## src/rtl/irq_route_pkg.sv

```systemverilog
package irq_route_pkg;

  localparam int ENTRY_W = 64;

  typedef struct packed {
    logic [7:0] dest;
    logic       mask;
    logic       level;
    logic       active_low;
    logic       logical;
    logic [2:0] mode;
    logic [7:0] vector;
  } rte_t;

  function automatic rte_t rte_decode(input logic [ENTRY_W-1:0] e);
    rte_t r;
    r.vector     = e[7:0];
    r.mode       = e[10:8];
    r.logical    = e[11];
    r.active_low = e[13];
    r.level      = e[15];
    r.mask       = e[16];
    r.dest       = e[63:56];
    return r;
  endfunction

endpackage

```

## src/rtl/irq_pin_ctrl.sv

```systemverilog
module irq_pin_ctrl (
  input  logic       clk,
  input  logic       rst_n,
  input  logic       pin,
  input  logic       active_low,
  input  logic       level,
  input  logic       mask,
  input  logic [7:0] vector,
  input  logic       accept,
  input  logic       eoi_valid,
  input  logic [7:0] eoi_vector,
  output logic       req,
  output logic       rirr
);

  logic act, prev_act, pend, edge_hit;

  assign act      = pin ^ active_low;
  assign edge_hit = act & ~prev_act & ~mask & ~level;

  always_ff @(posedge clk) begin
    if (!rst_n) begin
      prev_act <= 1'b0;
      pend     <= 1'b0;
      rirr     <= 1'b0;
    end else begin
      prev_act <= act;
      pend     <= edge_hit | (pend & ~accept);
      if (accept && level)
        rirr <= 1'b1;
      else if (eoi_valid && eoi_vector == vector)
        rirr <= 1'b0;
    end
  end

  assign req = level ? (act & ~mask & ~rirr) : (pend & ~mask);


  pend_unmasked_chk: assert property (@(posedge clk) disable iff (!rst_n)
    $rose(pend) |-> $past(!mask && !level && act));

endmodule

```

## src/rtl/irq_lowest_pick.sv

```systemverilog
module irq_lowest_pick #(
  parameter int N     = 24,
  parameter int IDX_W = $clog2(N)
) (
  input  logic [N-1:0]     req,
  output logic             any,
  output logic [IDX_W-1:0] idx
);

  always_comb begin
    any = 1'b0;
    idx = '0;
    for (int k = N - 1; k >= 0; k--) begin
      if (req[k]) begin
        any = 1'b1;
        idx = IDX_W'(k);
      end
    end
  end

endmodule

```

## src/rtl/irq_route_unit.sv

```systemverilog
module irq_route_unit
  import irq_route_pkg::*;
#(
  parameter int NUM_PINS = 24
) (
  input  logic                        clk,
  input  logic                        rst_n,
  input  logic [NUM_PINS-1:0]         irq_pins,
  input  logic [NUM_PINS*ENTRY_W-1:0] cfg_table,
  input  logic                        eoi_valid,
  input  logic [7:0]                  eoi_vector,
  output logic                        msg_valid,
  input  logic                        msg_ready,
  output logic [7:0]                  msg_vector,
  output logic [2:0]                  msg_mode,
  output logic                        msg_logical,
  output logic [7:0]                  msg_dest,
  output logic [NUM_PINS-1:0]         dlv_status,
  output logic [NUM_PINS-1:0]         remote_irr
);

  localparam int IDX_W = (NUM_PINS > 1) ? $clog2(NUM_PINS) : 1;

  rte_t               rte [NUM_PINS];
  logic [NUM_PINS-1:0] req_vec;
  logic               busy, msg_done, pick_any;
  logic [IDX_W-1:0]   cur_pin, pick_idx;

  assign msg_done = busy & msg_ready;

  for (genvar i = 0; i < NUM_PINS; i++) begin : g_pin
    assign rte[i] = rte_decode(cfg_table[i*ENTRY_W +: ENTRY_W]);

    irq_pin_ctrl u_pin (
      .clk        (clk),
      .rst_n      (rst_n),
      .pin        (irq_pins[i]),
      .active_low (rte[i].active_low),
      .level      (rte[i].level),
      .mask       (rte[i].mask),
      .vector     (rte[i].vector),
      .accept     (msg_done && cur_pin == IDX_W'(i)),
      .eoi_valid  (eoi_valid),
      .eoi_vector (eoi_vector),
      .req        (req_vec[i]),
      .rirr       (remote_irr[i])
    );

    assign dlv_status[i] = busy && cur_pin == IDX_W'(i);
  end

  irq_lowest_pick #(.N(NUM_PINS), .IDX_W(IDX_W)) u_pick (
    .req (req_vec),
    .any (pick_any),
    .idx (pick_idx)
  );

  always_ff @(posedge clk) begin
    if (!rst_n) begin
      busy        <= 1'b0;
      cur_pin     <= '0;
      msg_vector  <= '0;
      msg_mode    <= '0;
      msg_logical <= 1'b0;
      msg_dest    <= '0;
    end else if (msg_done) begin
      busy <= 1'b0;
    end else if (!busy && pick_any) begin
      busy        <= 1'b1;
      cur_pin     <= pick_idx;
      msg_vector  <= rte[pick_idx].vector;
      msg_mode    <= rte[pick_idx].mode;
      msg_logical <= rte[pick_idx].logical;
      msg_dest    <= rte[pick_idx].logical ? rte[pick_idx].dest
                                           : {4'h0, rte[pick_idx].dest[3:0]};
    end
  end

  assign msg_valid = busy;


  hold_valid_chk: assert property (@(posedge clk) disable iff (!rst_n)
    msg_valid && !msg_ready |=> msg_valid && $stable(msg_vector) &&
      $stable(msg_mode) && $stable(msg_logical) && $stable(msg_dest));


  one_outstanding_chk: assert property (@(posedge clk) disable iff (!rst_n)
    msg_valid && msg_ready |=> !msg_valid);


  phys_dest_chk: assert property (@(posedge clk) disable iff (!rst_n)
    msg_valid && !msg_logical |-> msg_dest[7:4] == 4'h0);


  status_match_chk: assert property (@(posedge clk) disable iff (!rst_n)
    $onehot0(dlv_status) && (msg_valid == (dlv_status != '0)));

endmodule

```

## config.mk

```make
export PLATFORM = sky130hd
export DESIGN_NAME = irq_route_unit
export DESIGN_NICKNAME = d
export VERILOG_FILES = /design/src/rtl/irq_route_pkg.sv /design/src/rtl/irq_pin_ctrl.sv /design/src/rtl/irq_lowest_pick.sv /design/src/rtl/irq_route_unit.sv
export SDC_FILE = /design/constraint.sdc
export NUM_CORES = 1
export LEC_CHECK = 0
export BUFFER_PORTS_ARGS = -buffer_cell sky130_fd_sc_hd__buf_2
export CAP_MARGIN = 20
export CORE_AREA = 10 10 628 630
export DETAILED_ROUTE_END_ITERATION = 10
export DIE_AREA = 0 0 638 640
export PLACE_DENSITY = 0.3
export SYNTH_ARGS = -nofsm -noshare
export SYNTH_HDL_FRONTEND = slang
export SYNTH_SLANG_ARGS = --single-unit
```

## constraint.sdc

```tcl
create_clock -name clk -period 5.1 [get_ports clk]
set_input_delay 0.255 -clock clk [delete_from_list [all_inputs] [get_ports clk]]
set_output_delay 0.255 -clock clk [all_outputs]
set_load 0.05 [all_outputs]
```

# Yosys cells after proc, flatten, opt, wreduce, memory -nomap -nowiden
# Cells that the tools add are included.
[classes] order_cmp=1 n_eq_ne=47 muxes=124 bitwise_logic=340 reduce_logical=125
[ops] op="$eq 8x8->1" n=24
[ops] op="$and 1x1->1" n=169
[ops] op="$not 1->1" n=122
[ops] op="$mux 5" n=24
[ops] op="$bmux 23 s5" n=1
[ops] op="$logic_and 1x1->1" n=97
[ops] op="$mux 1" n=96
[ops] op="$reduce_bool 2->1" n=24
[ops] op="$mux 23" n=2
[ops] op="$eq 5x4->1 const B" n=8
[ops] op="$eq 5x5->1 const B" n=8
[ops] op="$or 1x1->1" n=24
[ops] op="$xor 1x1->1" n=24
[ops] op="$eq 5x3->1 const B" n=4
[ops] op="$eq 5x2->1 const B" n=2
[ops] op="$mux 8" n=1
[ops] op="$ge 6x6->1 const B" n=1
[ops] op="$not 5->6" n=1
[ops] op="$eq 5x1->1 const B" n=1
[ops] op="$logic_not 5->1" n=1
[ops] op="$reduce_and 2->1" n=1
[ops] op="$reduce_or 2->1" n=1
[ops] op="$logic_not 1->1" n=1
[totals] register_bits=98 word_cells=715

# Depth between registers and ports, before layout
# Gate-level depths: netlist (run 1).
[depth] depth_word=33 depth_mapped=15 ltp_nobuf=11

# By module
# A second synthesis (run 1) with hierarchy kept.
[hier_totals] hier_cells=1129 area_unflattened_um2=10805.4
[by_module_without_submodules] module="irq_pin_ctrl" instances=24 cells_per_inst=26 area_per_inst_um2=222.7
[by_module_without_submodules] module="irq_route_unit" instances=1 cells_per_inst=458 area_per_inst_um2=5168.7
[by_module_without_submodules] module="irq_lowest_pick" instances=1 cells_per_inst=47 area_per_inst_um2=291.5

# Worst setup path before layout (run 1)
# Ideal clock, no wire load.
[synth_timing] path_type="flip-flop to flip-flop" from="register g_pin[17].u_pin.rirr" to="register msg_dest[4]" setup_time_ns=0.138 arrival_ns=2.833 t_required_ns=4.962 path_slack_ns=2.129 path_stages_with_launch=12 path_buffers=1 cell_sequence="dfxtp_1 > or3b_1 > o32ai_1 > o21ai_0 > a311oi_2 > o21a_1 > buf_2 > mux2_2 > a2bb2oi_1 > a21oi_2 > o311ai_1 > o41ai_1"
[synth_via] elab_chain_cells=26
[synth_rtl] element="start: declaration" line_no="irq_pin_ctrl.sv:13" text="output logic rirr"
[synth_rtl] element="start signal: assignment" line_no="irq_pin_ctrl.sv:25" text="rirr <= 1'b0;"
[synth_rtl] element="start signal: assignment" line_no="irq_pin_ctrl.sv:30" text="rirr <= 1'b1;"
[synth_rtl] element="start signal: assignment" line_no="irq_pin_ctrl.sv:32" text="rirr <= 1'b0;"
[synth_rtl] element="$not 1->1 (*)" line_no="irq_pin_ctrl.sv:36" text="assign req = level ? (act & ~mask & ~rirr) : (pend & ~mask);"
[synth_rtl] element="$and 1x1->1 (*)" line_no="irq_pin_ctrl.sv:36"
[synth_rtl] element="$mux 1 (*)" line_no="irq_pin_ctrl.sv:36"
[synth_rtl] element="$mux 5 (18 in a row)" line_no="irq_lowest_pick.sv:14" text="if (req[k]) begin"
[synth_rtl] element="$not 5->6 (implied by the code)" line_no="irq_route_unit.sv:74" text="msg_dest <= rte[pick_idx].logical ? rte[pick_idx].dest"
[synth_rtl] element="$bmux 23 s5" line_no="irq_route_unit.sv:74"
[synth_rtl] element="$mux 23 (2 in a row)"
[synth_rtl] element="$mux 8" line_no="irq_route_unit.sv:74"
[synth_rtl] element="end signal: assignment" line_no="irq_route_unit.sv:74"
[synth_rtl] element="end: declaration" line_no="irq_route_unit.sv:17" text="output logic [7:0] msg_dest,"
# Mark *: on every way between the ends. The rest lies on a longest branch, timed or not. The select of a mux whose other input is x is not followed.
# A chain may end at the register's enable or synchronous reset.

# Worst setup path after layout (run 1)
[layout_timing] from="register g_pin[3].u_pin.rirr" to="register msg_vector[6]"
[layout_via] elab_chain_cells=11
[layout_rtl] element="start: declaration" line_no="irq_pin_ctrl.sv:13"
[layout_rtl] element="start signal: assignment" line_no="irq_pin_ctrl.sv:25"
[layout_rtl] element="start signal: assignment" line_no="irq_pin_ctrl.sv:30"
[layout_rtl] element="start signal: assignment" line_no="irq_pin_ctrl.sv:32"
[layout_rtl] element="$not 1->1 (*)" line_no="irq_pin_ctrl.sv:36"
[layout_rtl] element="$and 1x1->1 (*)" line_no="irq_pin_ctrl.sv:36"
[layout_rtl] element="$mux 1 (*)" line_no="irq_pin_ctrl.sv:36"
[layout_rtl] element="$mux 5 (4 in a row)" line_no="irq_lowest_pick.sv:14"
[layout_rtl] element="$not 5->6 (implied by the code)" line_no="irq_route_unit.sv:71" text="msg_vector <= rte[pick_idx].vector;"
[layout_rtl] element="$bmux 23 s5" line_no="irq_route_unit.sv:71"
[layout_rtl] element="$mux 23 (2 in a row)"
[layout_rtl] element="end signal: assignment" line_no="irq_route_unit.sv:71"
[layout_rtl] element="end: declaration" line_no="irq_route_unit.sv:14" text="output logic [7:0] msg_vector,"
# Marks and branches as above.

==> run_results.csv, run 1 <==
group,metric,value,unit
cts,clockRootBuffer,"clkbuf_16",
timing,fmaxAchievable,216,MHz
timing,finClkSkew,0.0347,ns
place,gp_congestion,0.836,
yosys,synthMuxAreaShare,0.0205,
place,io_buffers,656,
detailed_routing,drt_wl_total,162000,um
floorplan,die_y,640,um
yosys,synth_area_leader_cell,"dfxtp_1",
grt,grt_pass1_vias,16300,
worst_setup_path,crit_family,"compound AO/OA/AOI/OAI gates",
cts,cts_buffer_depth,2,
power_and_ir_drop,power.share.switching,0.549,
place,dpl.hpwl,148000,um
worst_setup_path,cp_max_fo,24,
final_layout,syn_to_final_growth,97.2,%
power_and_ir_drop,p_leak,8.12,nW
yosys,synthSimpleGateAreaFrac,0.358,
grt,grt_max_degree,56,
floorplan,dieArea,0.408,mm^2
yosys,yosysMostFrequentCell,"nand2_1",
worst_setup_path,crit_required,5.42,ns
cts,post_cts_buffers,0,
power_and_ir_drop,ir_worst_vdd,0.000201,V
worst_setup_path,critPathLaunchType,"register",
yosys,synth_compound_area_frac,0.215,
detailed_routing,via_count,16600,
final_layout,fin_cells,7497,
detailed_routing,drc_errors,0,
power_and_ir_drop,power_switching,3.12,mW
yosys,netlist_area,0.0114,mm^2
final_layout,final_layout_size_suffix_gt1_frac,0.370,
timing,layout_min_cycle_time,4.64,ns
detailed_routing,drt-wirelength-per-cell,21.7,um
power_and_ir_drop,seqPwrFrac,0.159,
floorplan,coreArea,0.381,mm^2
timing,whs,0.111,ns
floorplan,initial_utilization,0.0300,
worst_hold_path,hold_path_class,"primary input to register",
cts,path_clk_slew,0.11,ns
yosys,synth_top_family_by_area,"simple AND/OR/NAND/NOR gates",
floorplan,ios,1641,
grt,track_usage,0.0755,
place,placed_cells,7435,
worst_setup_path,cpMostUsedCell,"buf_4",
worst_setup_path,arrival,4.96,ns
final_layout,seqCellArea,0.00196,mm^2
yosys,synthTopCellsByArea,"dfxtp_1 17%, nand2_1 15%, xor2_1 14%",
timing,hold_viol,0,
worst_setup_path,cpPeakStageDelay,0.79,ns
cts,cts_resized,0,
final_layout,finalNetCount,3980,
detailed_routing,dr.pass1.iters,6,
yosys,synth.avg_cell_area,6.64,um^2
cts,cts.hold.buffers_added,0,
worst_setup_path,cp_slowest_cell,"dfxtp_1",
worst_setup_path,end_kind,"register",
cts,clock_latency,0.44,ns
yosys,synth-seq-cells,98,
flow_run,maxCapViolCount,0,
worst_setup_path,path_class,"register to register",
yosys,synth.distinct_cells,68,
power_and_ir_drop,p_comb_frac,0.687,
timing,fin_crit_sh,0.910,
floorplan,die_width,638,um
yosys,synth_xor_area_frac,0.165,
detailed_routing,top_layer,"met5",
timing,slew_headroom,0.256,
detailed_routing,viasPerCell,2.21,
cts,cts_made_buffers,9,
timing,timing.final.max_slew_violations,0,
yosys,synth-edff-count,0,
worst_setup_path,worst-path-buf-inv,4,
worst_setup_path,path_cells,"inv_1, a31oi_1, nor2_1, nor3_1, o211ai_1, o21ai_4, buf_4, a311oi_1, a31oi_1, buf_4, o22ai_1, buf_4, a211o_1",
yosys,synthCells,1723,
timing,setup_viol,0,
grt,grt.overflow.total,0,
power_and_ir_drop,power.density,252,mW/mm^2
yosys,synth_top_area_share,0.171,
yosys,yosys_warnings,0,
power_and_ir_drop,fin_total_pwr,5.68,mW
timing,rsz0062_at_grt,"false",
status,status,"finished clean",
yosys,ys_seq_area_frac,0.171,
power_and_ir_drop,internal_power,2.56,mW
detailed_routing,wl_met3,13000,um
cts,h-tree-depth,3,
detailed_routing,route.met2.wl,77100,um
detailed_routing,antenna_left,0,
grt,grt_pass1_wl,197000,um
floorplan,row_count,227,
yosys,ys_async_sr_fraction,0,
timing,tightest_slew,1.10,ns
cts,cts_tree,"built",
final_layout,fillers,45300,
yosys,syn-num-nets,3295,
power_and_ir_drop,p_clk_frac,0.154,
yosys,synth_fa_ha_area_frac,0,
detailed_routing,met1Wirelength,69300,um
yosys,synth_common_cells,"453 x nand2_1, 185 x xor2_1, 148 x nand3_1, 98 x dfxtp_1, 80 x clkbuf_1",
timing,tns,0,ns
grt,antenna_found_initial,146,
cts,numClockSinks,98,
yosys,ys.flop_type,"dfxtp_1",
detailed_routing,drt_iter0_drc,1556,
final_layout,multi_input_area,0.00888,mm^2
==> tightest hold or removal path: stages <==
cell and delay (ns):
buf_2 0.12, nand3_1 0.06, a21boi_0 0.07
==> state kept, by name, indices dropped and copies added, names as in the netlist <==
signal,count
cur_pin,5
g_pin.u_pin.pend,24
g_pin.u_pin.prev_act,24
g_pin.u_pin.rirr,24
msg_dest,8
msg_logical,1
msg_mode,3
msg_valid,1
msg_vector,8
==> worst paths after layout <==
kind | startpoint | endpoint | slack, ns | cells past startpoint
max reg2reg | g_pin[3].u_pin.rirr$_SDFFE_PN0P_ | msg_vector[6]$_SDFFE_PN0P_ | 0.46 | 13
max | g_pin[3].u_pin.rirr$_SDFFE_PN0P_ | msg_vector[6]$_SDFFE_PN0P_ | 0.46 | 13
min reg2reg | msg_dest[4]$_SDFFE_PN0P_ | msg_dest[4]$_SDFFE_PN0P_ | 0.46 | 2
min | cfg_table[335] | g_pin[5].u_pin.rirr$_SDFFE_PN0P_ | 0.11 | 3
==> metal layers <==
metal	GRT usage	vias to the layer above
met5	0	-
met4	0.0122	64
met3	0.0240	236
met2	0.127	908
met1	0.0954	7888
li1	-	7491
==> cells by family (layout without fill, tap and decap cells) <==
group	Yosys count	after routing
compound gates	336	336
xor+xnor	216	216
buf+inv	167	857
flops	98	98
mux	23	23
other cells	0	46
simple gates	883	883
==> power by group through the flow <==
stage	Combinational [mW]	Sequential (mW)	Clock (mW)
2_1_floorplan	1.50	1.06	0
3_3_place_gp	4.02	0.918	0
3_5_place_dp	4.01	0.918	0
4_1_cts	4.03	0.900	0.924
5_1_grt	4.19	0.910	0.932
6_report	3.90	0.901	0.877
==> metrics by stage <==
step	util	area, um^2	setup WS, ns
floorplan	-	11400	2.13
global placement	0.0578	22000	0.248
detailed placement	0.0580	22100	0.248
CTS	0.0588	22400	0.427
global route	0.0590	22500	0.359
finish	0.0591	22600	0.461
==> layout make-up <==
cell class / count / area share
Antenna cell: 46 / 0.00510
Clock inverter: 7 / 0.00416
Multi-Input combinational cell: 1458 / 0.394
Tap cell: 5038 / 0.279
Inverter: 13 / 0.00216
Sequential cell: 98 / 0.0870
Clock buffer: 9 / 0.00998
Timing Repair Buffer: 828 / 0.219
==> placed cells by master (no fill, tap or decap), types with 6 or more instances in the layout <==
cell,count
nor3b_1,25
nor4_1,32
inv_1,13
a31oi_1,54
a21o_1,7
diode_2,46
a21boi_0,48
and2_1,22
nand2b_1,8
nand3_1,148
o41ai_1,16
clkbuf_16,9
a311oi_1,46
or4_1,8
mux2i_1,20
xor2_1,184
buf_4,143
buf_12,28
buf_2,655
xnor2_1,31
dfxtp_1,98
o21ai_0,33
or3b_2,6
a21oi_1,32
nor2b_1,20
a211o_1,15
o22ai_1,20
and3_1,55
o41ai_2,12
nor3_1,20
nor2_1,66
nand2_1,453
a211oi_1,8
No activity file was read; power rests on OpenSTA's default activity.
==> run 2: changes to the inputs <==
--- a/config.mk
+++ b/config.mk
@@ -11,6 +11,8 @@
 export DETAILED_ROUTE_END_ITERATION = 10
 export DIE_AREA = 0 0 638 640
 export PLACE_DENSITY = 0.3
+export REMOVE_ABC_BUFFERS = 1
+export SKIP_CTS_REPAIR_TIMING = 1
 export SYNTH_ARGS = -nofsm -noshare
 export SYNTH_HDL_FRONTEND = slang
 export SYNTH_SLANG_ARGS = --single-unit
==> run 2 against run 1 <==
Compared with the run above: die area unchanged; first-iteration DRC count decreased by 17%; hold slack got worse by 0.0062 ns; sequential share of layout area increased by 0.16 points; maximum frequency decreased by 1.6%; final cell count decreased by 0.53%.
==> run_results.csv, run 2 (same netlist as run 1, synthesis figures left out) <==
group,metric,value,unit
detailed_routing,drt-wirelength-per-cell,20.7,um
cts,h-tree-depth,3,
worst_setup_path,path_class,"register to register",
timing,finClkSkew,0.0244,ns
worst_setup_path,worst-path-buf-inv,4,
grt,antenna_found_initial,166,
final_layout,syn_to_final_growth,93.7,%
detailed_routing,via_count,16300,
worst_setup_path,path_cells,"or3b_1, o21ba_1, a211oi_2, buf_4, o2111ai_2, a311o_2, buf_12, nand2_1, and3_1, buf_12, a311oi_1, a31oi_1, buf_4, o22ai_1, a211o_1",
final_layout,finalNetCount,3955,
timing,worst_slack,0.384,ns
cts,path_clk_slew,0.12,ns
place,dpl.hpwl,139000,um
grt,grt_pass1_wl,188000,um
timing,tightest_slew,1.05,ns
worst_hold_path,hp-start,"cfg_table[975]",
timing,hold_viol,0,
place,io_buffers,656,
timing,slew_headroom,0.301,
worst_setup_path,crit_required,5.46,ns
worst_hold_path,hold_path_class,"primary input to register",
worst_setup_path,critPathLaunchType,"register",
power_and_ir_drop,p_leak,7.95,nW
grt,grt.overflow.total,0,
cts,cts_buffer_depth,2,
cts,clockRootBuffer,"clkbuf_16",
power_and_ir_drop,power.density,247,mW/mm^2
timing,whs,0.105,ns
timing,setup_viol,0,
floorplan,coreArea,0.381,mm^2
floorplan,dieArea,0.408,mm^2
grt,track_usage,0.0717,
place,gp_congestion,0.849,
status,status,"finished clean",
final_layout,stdcell_area,0.0222,mm^2
worst_setup_path,cp_slowest_cell,"a311o_2",
worst_setup_path,arrival,5.08,ns
final_layout,fillers,45300,
detailed_routing,drc_errors,0,
cts,clock_latency,0.45,ns
floorplan,initial_utilization,0.0300,
detailed_routing,drt_iter0_drc,1288,
worst_setup_path,end_kind,"register",
floorplan,row_count,227,
timing,rsz0062_at_grt,"false",
detailed_routing,antenna_left,0,
final_layout,top_regs,"g_pin.u_pin.pend (24), g_pin.u_pin.prev_act (24), g_pin.u_pin.rirr (24)",
worst_setup_path,cpPeakStageDelay,0.69,ns
detailed_routing,viasPerCell,2.19,
timing,fin_crit_sh,0.925,
place,dp_slack,-0.135,ns
grt,grt_pass1_vias,16200,
cts,cts_tree,"built",
final_layout,final_cell_mix,"656 x buf_2, 453 x nand2_1, 185 x xor2_1",
detailed_routing,dr.pass1.iters,7,
detailed_routing,drt_wl_total,154000,um
worst_setup_path,r2r_start,"g_pin[22].u_pin.rirr$_SDFFE_PN0P_",
worst_setup_path,crit_family,"compound AO/OA/AOI/OAI gates",
grt,grt_max_degree,49,
place,placed_area,0.0218,mm^2
worst_setup_path,crit_start,"g_pin[22].u_pin.rirr$_SDFFE_PN0P_",
final_layout,layout_commonest_cell,"buf_2",
floorplan,ios,1641,
floorplan,die_width,638,um
timing,fmaxAchievable,212,MHz
final_layout,final_layout_size_suffix_gt1_frac,0.359,
power_and_ir_drop,ir_worst_vdd,0.000219,V
power_and_ir_drop,fin_total_pwr,5.48,mW
floorplan,die_y,640,um
timing,layout_min_cycle_time,4.72,ns
timing,timing.final.max_slew_violations,0,
timing,tns,0,ns
cts,cts_made_buffers,9,
cts,numClockSinks,98,
worst_setup_path,cp_max_fo,22,
flow_run,maxCapViolCount,0,
run 2: cell types whose count changed in the layout (fill, tap and decap cells not counted), moves of 2 or more:
cell | before | now
o41ai_4 | 2 | 0
o41ai_1 | 16 | 21
inv_6 | 2 | 0
buf_6 | 2 | 0
diode_2 | 46 | 31
a311oi_1 | 46 | 48
buf_4 | 143 | 125
o41ai_2 | 12 | 9
buf_12 | 28 | 22
a311oi_2 | 3 | 1
run 2: per-stage QoR:
stage	util	instances
3_3_place_gp	0.0571	7410
2_1_floorplan	-	1569
6_report	0.0581	7457
5_1_grt	0.0580	7435
4_1_cts	0.0579	7426
3_5_place_dp	0.0571	7410
run 2: routing by layer:
metal  vias to the layer above  GRT usage  wire [um]
met4                        70     0.0106       1780
met5                         -          0        439
met3                       226     0.0217      12100
met1                      7755     0.0960      69700
met2                       872      0.115      70200
li1                       7422          -          -
run 2: tightest hold or removal path, delay by kind of cell:
family	cells	cell delay, ns
compound gates	1	0.07
simple gates	1	0.06
buf+inv	1	0.12
run 2: final timing paths:
kind	end	slack (ns)	cells after the start
setup / recovery	msg_mode[0]$_SDFFE_PN0P_	0.38	15
hold reg to reg	msg_dest[3]$_SDFFE_PN0P_	0.47	1
setup reg to reg	msg_mode[0]$_SDFFE_PN0P_	0.38	15
hold / removal	g_pin[15].u_pin.rirr$_SDFFE_PN0P_	0.11	3
run 2: power breakdown:
part           leakage [nW]  internal [mW]  switching (mW)
combinational          7.00           1.22            2.41
clock                 0.151          0.400           0.553
sequential            0.804          0.845          0.0498
total                  7.95           2.46            3.01
run 2: final cells by class:
class | instances | area [um^2] | share of cell area
clock inverter | 7 | 95.1 | 0.00429
multi-input combinational | 1458 | 8790 | 0.397
antenna | 31 | 77.6 | 0.00350
sequential | 98 | 1960 | 0.0885
timing repair buffer | 803 | 4660 | 0.210
inverter | 13 | 48.8 | 0.00220
clock buffer | 9 | 225 | 0.0102
tap | 5038 | 6300 | 0.284
==> run 3: changes to the inputs <==
==> constraint.sdc (replaced) <==
create_clock -name clk -period 5.1 [get_ports clk]
set_input_delay 1.02 -clock clk [delete_from_list [all_inputs] [get_ports clk]]
set_output_delay 1.02 -clock clk [all_outputs]
set_load 0.05 [all_outputs]
==> run 3 against run 2 <==
Compared with the run above: count of clock-buffer cells in the layout grew 1; critical path type is now primary input to register; first-iteration DRC count shrank 9.0%; maximum frequency shrank 1.8%; sequential share of layout area shrank 0.14 points; register-to-register slack gained 0.33 ns; via count grew 1.1%; power grew 1.9%; largest cell class unchanged; critical path depth grew 4; core utilization grew 0.092 points; die area is the same.
==> run_results.csv, run 3 (same netlist as run 1, synthesis figures left out) <==
group,metric,value,unit
final_layout,top_regs,"g_pin.u_pin.pend (24), g_pin.u_pin.prev_act (24), g_pin.u_pin.rirr (24)",
detailed_routing,drc_errors,0,
worst_setup_path,r2r_end,"msg_vector[2]$_SDFFE_PN0P_",
cts,cts_buffer_depth,2,
worst_setup_path,path_class,"primary input to register",
floorplan,coreArea,0.381,mm^2
place,placed_area,0.0220,mm^2
floorplan,dieArea,0.408,mm^2
cts,clock_latency,0.46,ns
timing,setup_viol,0,
cts,h-tree-depth,3,
worst_setup_path,r2r_slack,0.71,ns
floorplan,ios,1641,
status,status,"finished clean",
final_layout,stdcell_area,0.0225,mm^2
worst_setup_path,critPathCapture,"msg_vector[2]$_SDFFE_PN0P_",
grt,grt_pass1_vias,16300,
power_and_ir_drop,power.density,248,mW/mm^2
place,gp_congestion,0.840,
worst_setup_path,ff2ff_path_depth,15,
cts,path_clk_slew,0.12,ns
final_layout,fin_util,0.0590,
timing,layout_min_cycle_time,4.80,ns
flow_run,maxCapViolCount,0,
worst_setup_path,crit_required,5.46,ns
worst_setup_path,end_kind,"register",
grt,track_usage,0.0720,
worst_setup_path,arrival,5.17,ns
place,placed_cells,7443,
power_and_ir_drop,p_leak,8.13,nW
worst_setup_path,cp_max_fo,26,
grt,grt_max_degree,61,
worst_setup_path,r2r_start,"g_pin[22].u_pin.rirr$_SDFFE_PN0P_",
place,dpl.hpwl,139000,um
timing,rsz0062_at_grt,"false",
detailed_routing,drt_wl_total,155000,um
detailed_routing,dr.pass1.iters,5,
floorplan,die_y,640,um
detailed_routing,viasPerCell,2.20,
floorplan,row_count,227,
cts,numClockSinks,98,
floorplan,initial_utilization,0.0300,
final_layout,syn_to_final_growth,96.8,%
grt,antenna_found_initial,156,
timing,fmaxAchievable,208,MHz
detailed_routing,antenna_left,0,
final_layout,final_layout_size_suffix_gt1_frac,0.370,
detailed_routing,via_count,16500,
timing,hold_viol,0,
cts,cts_made_buffers,9,
grt,grt.overflow.total,0,
floorplan,die_width,638,um
worst_setup_path,critPathLaunchType,"primary input",
timing,timing.final.max_slew_violations,0,
final_layout,layout_commonest_cell,"buf_2",
cts,clockRootBuffer,"clkbuf_16",
timing,fin_crit_sh,0.942,
worst_setup_path,crit_start,"cfg_table[1485]",
cts,cts_tree,"built",
worst_hold_path,hold_path_class,"register to register",
timing,slew_headroom,0.313,
detailed_routing,drt-wirelength-per-cell,20.6,um
timing,tns,0,ns
final_layout,final_cell_mix,"656 x buf_2, 453 x nand2_1, 184 x xor2_1",
power_and_ir_drop,fin_total_pwr,5.58,mW
final_layout,finalNetCount,3988,
grt,grt_pass1_wl,189000,um
timing,finClkSkew,0.0303,ns
detailed_routing,drt_iter0_drc,1172,
final_layout,fin_cells,7498,
place,io_buffers,656,
power_and_ir_drop,ir_worst_vdd,0.000207,V
timing,tightest_slew,1.03,ns
final_layout,fillers,45200,
==> run 3: metal layers <==
metal  track usage  wire length (um)  part of all wire  up-vias
li1              -                 -                 -     7494
met3        0.0256             12900             0.083      258
met2         0.116             69300              0.45      893
met5             0               488            0.0032        -
met1        0.0934             68700              0.44     7804
met4        0.0114              3220             0.021       78
==> run 3: worst max-delay path, cell delays in order <==
cell and delay (ns):
buf_2 0.13, xor2_4 0.31, buf_4 0.18, a21oi_1 0.07, buf_4 0.16, o31ai_1 0.28
buf_4 0.20, nand4_1 0.15, a311oi_2 0.36, buf_4 0.19, o21ai_4 0.07, buf_12 0.17
buf_4 0.27, nand2_1 0.10, nand3_1 0.11, a31oi_1 0.79, buf_4 0.23, nor2_1 0.04
a211o_1 0.26
==> run 3: how the worst min path moves through the flow <==
stage / start / to / slack (ns) / cells past startpoint
6_report: msg_vector[1]$_SDFFE_PN0P_ / msg_vector[1]$_SDFFE_PN0P_ / 0.47 / 1
5_1_grt: msg_dest[7]$_SDFFE_PN0P_ / msg_dest[7]$_SDFFE_PN0P_ / 0.48 / 2
4_1_cts: msg_dest[7]$_SDFFE_PN0P_ / msg_dest[7]$_SDFFE_PN0P_ / 0.46 / 2
3_5_place_dp: msg_dest[7]$_SDFFE_PN0P_ / msg_dest[7]$_SDFFE_PN0P_ / 0.43 / 2
3_3_place_gp: msg_dest[7]$_SDFFE_PN0P_ / msg_dest[7]$_SDFFE_PN0P_ / 0.43 / 2
2_1_floorplan: g_pin[12].u_pin.pend$_SDFF_PN0_ / g_pin[12].u_pin.pend$_SDFF_PN0_ / 0.45 / 2
==> run 3: power breakdown <==
group          internal (mW)  total, mW  switching, mW  leakage [nW]
sequential             0.845      0.895         0.0504         0.804
combinational           1.29       3.69           2.41          7.16
clock                  0.459      0.991          0.532         0.169
total                   2.59       5.58           2.99          8.13
==> run 3: through the flow <==
step / worst slack [ns] / hold slack [ns]
finish: 0.295 / 0.470
global route: 0.122 / 0.485
CTS: -0.365 / 0.462
detailed placement: -0.856 / 0.433
global placement: -0.837 / 0.430
floorplan: -2.01 / 0.450
==> run 3: area by class of cell <==
type                            instances  area (um^2)  share of cell area
Multi-Input combinational cell       1458         8830               0.392
Tap cell                             5038         6300               0.280
Timing Repair Buffer                  836         4920               0.219
Sequential cell                        98         1960              0.0871
Clock buffer                           10          239              0.0106
Clock inverter                          6          105             0.00467
Antenna cell                           39         97.6             0.00434
Inverter                               13         48.8             0.00217
